**src/rtl/lst_pkg.sv**
```systemverilog
`timescale 1ns/1ps
package lst_pkg;

  // operand count left after s carry-save levels
  function automatic int ops_after(input int n, input int s);
    int c;
    c = n;
    for (int i = 0; i < s; i++) begin
      if (c > 2) c = 2 * (c / 3) + (c % 3);
    end
    return c;
  endfunction

  // number of carry-save levels needed to reach two operands
  function automatic int csa_levels(input int n);
    int c;
    int k;
    c = n;
    k = 0;
    for (int i = 0; i < 32; i++) begin
      if (c > 2) begin
        c = 2 * (c / 3) + (c % 3);
        k++;
      end
    end
    return k;
  endfunction

  function automatic int count_ones(input logic [15:0] v);
    int k;
    k = 0;
    for (int i = 0; i < 16; i++) k += int'(v[i]);
    return k;
  endfunction

endpackage

```
**src/rtl/lst_csa_level.sv**
```systemverilog
`timescale 1ns/1ps
module lst_csa_level #(
  parameter int W     = 16,
  parameter int PA    = 4,
  parameter int PB    = 8,
  parameter int N_IN  = 3,
  parameter bit REG   = 1'b0,
  localparam int NG    = N_IN / 3,
  localparam int NR    = N_IN % 3,
  localparam int N_OUT = 2 * NG + NR
) (
  input  logic                clk_i,
  input  logic                rst_ni,
  input  logic                split4_i,
  input  logic                split8_i,
  input  logic [N_IN*W-1:0]   ops_i,
  output logic                split4_o,
  output logic                split8_o,
  output logic [N_OUT*W-1:0]  ops_o
);

  localparam int SW = N_OUT * W + 2;

  logic [W-1:0]       kill;
  logic [W-1:0]       a, b, c, mj;
  logic [N_OUT*W-1:0] nxt;
  logic [SW-1:0]      state_d, state_q;

  // carry may not enter the first bit of an active lane
  always_comb begin
    kill     = '0;
    kill[PA] = split4_i;
    kill[PB] = split8_i;
  end

  always_comb begin
    nxt = '0;
    a   = '0;
    b   = '0;
    c   = '0;
    mj  = '0;
    for (int g = 0; g < NG; g++) begin
      a  = ops_i[(3*g)*W   +: W];
      b  = ops_i[(3*g+1)*W +: W];
      c  = ops_i[(3*g+2)*W +: W];
      mj = (a & b) | (a & c) | (b & c);
      nxt[(2*g)*W   +: W] = a ^ b ^ c;
      nxt[(2*g+1)*W +: W] = {mj[W-2:0], 1'b0} & ~kill;
    end
    for (int r = 0; r < NR; r++) begin
      nxt[(2*NG+r)*W +: W] = ops_i[(3*NG+r)*W +: W];
    end
  end

  assign state_d = {split4_i, split8_i, nxt};

  always_ff @(posedge clk_i or negedge rst_ni) begin
    if (!rst_ni) state_q <= '0;
    else         state_q <= state_d;
  end

  assign {split4_o, split8_o, ops_o} = REG ? state_q : state_d;

endmodule

```
**src/rtl/lst_cpa.sv**
```systemverilog
`timescale 1ns/1ps
module lst_cpa #(
  parameter int W   = 16,
  parameter int PA  = 4,
  parameter int PB  = 8,
  parameter bit REG = 1'b0
) (
  input  logic         clk_i,
  input  logic         rst_ni,
  input  logic         split4_i,
  input  logic         split8_i,
  input  logic [W-1:0] a_i,
  input  logic [W-1:0] b_i,
  output logic [W-1:0] sum_o
);

  logic [W-1:0] sum_d, sum_q;

  // ripple add; the carry chain restarts at each active split
  always_comb begin
    logic cy;
    cy    = 1'b0;
    sum_d = '0;
    for (int i = 0; i < W; i++) begin
      if ((i == PA && split4_i) || (i == PB && split8_i)) cy = 1'b0;
      sum_d[i] = a_i[i] ^ b_i[i] ^ cy;
      cy       = (a_i[i] & b_i[i]) | (a_i[i] & cy) | (b_i[i] & cy);
    end
  end

  always_ff @(posedge clk_i or negedge rst_ni) begin
    if (!rst_ni) sum_q <= '0;
    else         sum_q <= sum_d;
  end

  assign sum_o = REG ? sum_q : sum_d;

endmodule

```
**src/rtl/lane_sum_tree.sv**
```systemverilog
`timescale 1ns/1ps
module lane_sum_tree
  import lst_pkg::*;
#(
  parameter int          N_OPS      = 9,
  parameter int          W          = 16,
  parameter int          PA         = 4,
  parameter int          PB         = 8,
  parameter logic [15:0] REG_LEVELS = 16'h0015
) (
  input  logic                                clk_i,
  input  logic                                rst_ni,
  input  logic                                split4_i,
  input  logic                                split8_i,
  input  logic [((N_OPS < 1) ? 1 : N_OPS)*W-1:0] ops_i,
  output logic [W-1:0]                        sum_o
);

  localparam int          NCSA    = csa_levels(N_OPS);
  localparam logic [15:0] LEGAL   = 16'((32'd1 << (NCSA + 1)) - 32'd1);
  localparam logic [15:0] REG_EFF = REG_LEVELS & LEGAL;
  localparam int          LAT     = count_ones(REG_EFF);

  // reset synchroniser: assert at once, release on the clock
  logic [1:0] rs_d, rs_q;
  logic       rst_sync_n;

  assign rs_d = {rs_q[0], 1'b1};

  always_ff @(posedge clk_i or negedge rst_ni) begin
    if (!rst_ni) rs_q <= '0;
    else         rs_q <= rs_d;
  end

  assign rst_sync_n = rs_q[1];

  // carry-save levels
  for (genvar s = 0; s < NCSA; s++) begin : g_lvl
    localparam int CIN  = ops_after(N_OPS, s);
    localparam int COUT = ops_after(N_OPS, s + 1);

    logic [CIN*W-1:0]  din;
    logic              din_p4, din_p8;
    logic [COUT*W-1:0] dout;
    logic              p4_q, p8_q;

    if (s == 0) begin : g_head
      assign din    = ops_i[CIN*W-1:0];
      assign din_p4 = split4_i;
      assign din_p8 = split8_i;
    end else begin : g_link
      assign din    = g_lvl[s-1].dout;
      assign din_p4 = g_lvl[s-1].p4_q;
      assign din_p8 = g_lvl[s-1].p8_q;
    end

    lst_csa_level #(
      .W(W), .PA(PA), .PB(PB), .N_IN(CIN), .REG(REG_EFF[s])
    ) u_lvl (
      .clk_i   (clk_i),
      .rst_ni  (rst_sync_n),
      .split4_i(din_p4),
      .split8_i(din_p8),
      .ops_i   (din),
      .split4_o(p4_q),
      .split8_o(p8_q),
      .ops_o   (dout)
    );
  end

  // two operands into the final adder
  logic [W-1:0] fin_a, fin_b;
  logic         fin_p4, fin_p8;

  if (NCSA > 0) begin : g_fin_tree
    assign fin_a  = g_lvl[NCSA-1].dout[W-1:0];
    assign fin_b  = g_lvl[NCSA-1].dout[2*W-1:W];
    assign fin_p4 = g_lvl[NCSA-1].p4_q;
    assign fin_p8 = g_lvl[NCSA-1].p8_q;
  end else if (N_OPS == 2) begin : g_fin_two
    assign fin_a  = ops_i[W-1:0];
    assign fin_b  = ops_i[2*W-1:W];
    assign fin_p4 = split4_i;
    assign fin_p8 = split8_i;
  end else if (N_OPS == 1) begin : g_fin_one
    assign fin_a  = ops_i[W-1:0];
    assign fin_b  = '0;
    assign fin_p4 = split4_i;
    assign fin_p8 = split8_i;
  end else begin : g_fin_none
    assign fin_a  = '0;
    assign fin_b  = '0;
    assign fin_p4 = split4_i;
    assign fin_p8 = split8_i;
  end

  lst_cpa #(
    .W(W), .PA(PA), .PB(PB), .REG(REG_EFF[NCSA])
  ) u_cpa (
    .clk_i   (clk_i),
    .rst_ni  (rst_sync_n),
    .split4_i(fin_p4),
    .split8_i(fin_p8),
    .a_i     (fin_a),
    .b_i     (fin_b),
    .sum_o   (sum_o)
  );

endmodule

```
**config.mk**
```make
export PLATFORM = sky130hd
export DESIGN_NAME = lane_sum_tree
export DESIGN_NICKNAME = d
export VERILOG_FILES = /design/src/rtl/lst_pkg.sv /design/src/rtl/lst_csa_level.sv /design/src/rtl/lst_cpa.sv /design/src/rtl/lane_sum_tree.sv
export SDC_FILE = /design/constraint.sdc
export NUM_CORES = 1
export LEC_CHECK = 0
export ABC_AREA = 1
export BUFFER_PORTS_ARGS = -buffer_cell sky130_fd_sc_hd__buf_4
export CAP_MARGIN = 15
export CELL_PAD_IN_SITES_DETAIL_PLACEMENT = 1
export CELL_PAD_IN_SITES_GLOBAL_PLACEMENT = 1
export CORE_MARGIN = 5
export CORE_UTILIZATION = 44
export CTS_CLUSTER_SIZE = 24
export DETAILED_ROUTE_END_ITERATION = 6
export PLACE_DENSITY = 0.84
export SLEW_MARGIN = 20
export SYNTH_ARGS = -nofsm -noshare
export SYNTH_HDL_FRONTEND = slang
export SYNTH_SLANG_ARGS = --single-unit
```
**constraint.sdc**
```tcl
create_clock -name clk_i -period 5.56 [get_ports clk_i]
set_clock_uncertainty 0.05 [all_clocks]
set_input_delay 1.112 -clock clk_i [delete_from_list [all_inputs] [get_ports clk_i]]
set_output_delay 1.112 -clock clk_i [all_outputs]
set_load 0.05 [all_outputs]
```
==> results.py <==
metrics = {
    "setup_path": {
        "crit_required_ps": 5820,
        "critical_path_class": "flip-flop to flip-flop",
        "cpMostUsedCell": "fa_2",
        "end_kind": "flip-flop",
        "arrival_ps": 6090,
        "critPathMaxFanout": 2,
        "critPathSlowestCell": "fa_1",
        "slowest_delay_ps": 500,
        "cp-start-kind": "flip-flop",
        "crit_family": "adder cells",
        "crit_buf_inv": 4,
        "crit_chain": "inv_2 -> fa_1 -> inv_1 -> ha_2 -> fa_2 -> nand2_2 -> fa_2 -> inv_2 -> fa_2 -> fa_2 -> fa_2 -> nand2_2 -> fa_2 -> inv_2 -> fa_2 -> fa_2 -> fa_2 -> fa_2 -> fa_2 -> fa_2 -> nand3b_1 -> nand3b_1 -> nand2_1",
    },
    "logic_synthesis": {
        "synth-compound-area-share_pct": 0,
        "synth-xor-area-share_pct": 1.07,
        "synth_warnings": 0,
        "syn_area_per_cell_sq_um": 14.3,
        "synth-seq-area-share_pct": 55.5,
        "synth_cell_types": 14,
        "synth_fa_ha_area_share_pct": 31.8,
        "syn_nets": 769,
        "synth_simple_gate_area_share_pct": 2.93,
        "syn_area_sq_um": 7220,
        "netlist_instances": 505,
        "ys_ff_latch": 160,
        "synth_top_family_by_area": "adder cells",
        "synthMuxAreaShare_pct": 0,
    },
    "clock_tree": {
        "cts_sinks": 160,
        "hold_buffers": 0,
        "ctsHtreeMaxLevel": 4,
        "clockRootBuffer": "clkbuf_16",
        "cts_tree": "done",
        "clk_latency_ps": 420,
        "cts_buffers": 17,
        "clk_path_buf_depth": 2,
        "clkTransAtPathRegs_ps": 70,
    },
    "worst_hold_path": {
        "min-delay-path-class": "flip-flop to asynchronous set/reset pin",
    },
    "timing": {
        "hold_slack_ps": 138,
        "max_freq_mhz": 171,
        "worst_slack_ps": -278,
        "grt_setup_unrepaired": "yes",
        "tightest_slew_ps": 886,
        "slew_headroom_pct": 40.9,
        "setup_violations": 2,
        "fin_crit_sh_pct": 105,
        "hold_viol_final": 0,
        "period_needed_ps": 5840,
        "drv_slew": 0,
    },
    "grt": {
        "grt-ovfl-total": 0,
        "grtUsageTotal_pct": 19.1,
        "antenna_found_initial": 0,
        "grt_max_degree": 75,
        "grt_first_pass_wirelength_um": 27600,
        "grt_pass1_vias": 5382,
    },
    "floorplan": {
        "start_util_pct": 45.1,
        "num_rows": 46,
        "io_pins": 164,
        "coreArea_sq_um": 16000,
        "die_y_um": 138,
        "die-area_sq_um": 19100,
        "die_w_um": 138,
    },
    "drt": {
        "first_pass_iters": 4,
        "detail_route.wl_per_cell_um": 18.1,
        "route.detailed.drc": 0,
        "first_iter_violations": 119,
        "vias_per_cell": 4.41,
        "routed_wl_um": 16600,
        "final_antenna_net_count": 0,
        "vias": 4046,
    },
    "place": {
        "io_buffers": 163,
        "place_area_sq_um": 8760,
        "hpwl_um": 12600,
        "gp_congestion": 0.775,
    },
    "final_layout": {
        "layout_common_cells": "165 x buf_4, 163 x inv_1, 159 x dfrtp_1, 100 x fa_1, 33 x nand2_1",
        "fillers": 1622,
        "final_common_cell": "buf_4",
        "syn_to_final_growth_pct": 30.2,
        "drive_gt1_share_pct": 31.3,
        "diodes": 0,
        "final_area_sq_um": 9400,
        "nets": 953,
    },
    "status": {
        "failed_checks": "negative setup slack",
        "status": "finished with violations",
    },
    "power_and_ir_drop": {
        "peakVddDrop_mv": 0.239,
        "cellLeakagePower_nw": 4.87,
        "p_per_area_nw_per_um2": 458,
    },
    "job": {
        "max_cap_viol_count": 0,
    },
}
## area by class of cell
class,instances,area [sq um],share of cell area [%]
flip-flops and latches,160,4010,42.6
clock inverters,14,190,2.02
well taps,216,270,2.88
multi-input cells,177,2620,27.9
inverters,168,631,6.71
clock buffers,18,439,4.67
repair buffers,165,1240,13.2
## cell usage after synthesis
cell type,n,area [sq um]
inv_2,1,3.75
dfrtp_1,160,4000
inv_1,167,627
nor2_1,10,37.5
nand2_1,35,131
ha_1,4,50.1
xnor2_1,7,61.3
fa_1,112,2240
xnor2_2,1,16.3
or2_1,1,6.26
nand3b_1,2,15.0
nand3_1,3,15.0
or2_2,1,6.26
conb_1,1,3.75
## routing by layer
layer | up-vias | wire (um) | global-route usage (%)
met1 | 2114 | 5470 | 19.6
met5 | - | 0 | 0
met4 | 0 | 493 | 7.64
met2 | 153 | 9780 | 36.5
met3 | 40 | 881 | 5.14
li1 | 1739 | - | -
## registers in the layout, summed over array words and instances (netlist names)
signal,cells
g_lvl.u_lvl.state_q,142
u_cpa.sum_o,16
rs_q,2
## cell families after synthesis
family,Yosys count
simple gates,52
xor+xnor,8
fa+ha+maj,116
other cells,1
buf+inv,168
flops,160
## path summary, 6_finish.rpt
| check | from | cells past startpoint | to | slack [ps] |
|---|---|---|---|---|
| setup / recovery | g_lvl[2].u_lvl.state_q[18] | 23 | u_cpa.sum_o[15] | -280 |
| min in group clk_i | rs_q[0] | 0 | rs_q[1] | 310 |
| setup reg to reg | g_lvl[2].u_lvl.state_q[18] | 23 | u_cpa.sum_o[15] | -280 |
| max in group asynchronous | rs_q[1] | 1 | g_lvl[0].u_lvl.state_q[57] | 4170 |
| hold reg to reg | rs_q[1] | 0 | g_lvl[0].u_lvl.state_q[79] | 140 |
| hold / removal | rs_q[1] | 0 | g_lvl[0].u_lvl.state_q[79] | 140 |
## repair_timing
item                                   CTS  global route
setup buffers                            0             0
gates resized for setup                  5             1
endpoints found under the hold margin    0             0
setup endpoints to repair                2             2
pin swaps                                0             0
gates cloned                             0             0
## through the flow
| stage | setup slack (ps) | power, mW | utilization (%) | cells | TNS [ps] |
|---|---|---|---|---|---|
| 5_1_grt | -459 | 4.60 | 58.7 | 918 | -647 |
| 4_1_cts | -314 | 4.40 | 58.7 | 918 | -373 |
| 3_5_place_dp | -302 | 3.07 | 54.8 | 886 | -354 |
| 2_1_floorplan | 20.0 | 2.46 | - | 505 | 0 |
| 6_report | -278 | 4.30 | 58.7 | 918 | -295 |
| 3_3_place_gp | -96.1 | 2.86 | 54.8 | 886 | -96.1 |
## where the power goes
group	internal [mW]	switching (mW)	leakage, nW
clock	0.763	0.474	0.306
combinational	0.613	0.871	2.69
sequential	1.45	0.133	1.88
(Power assumes the default switching activity.)
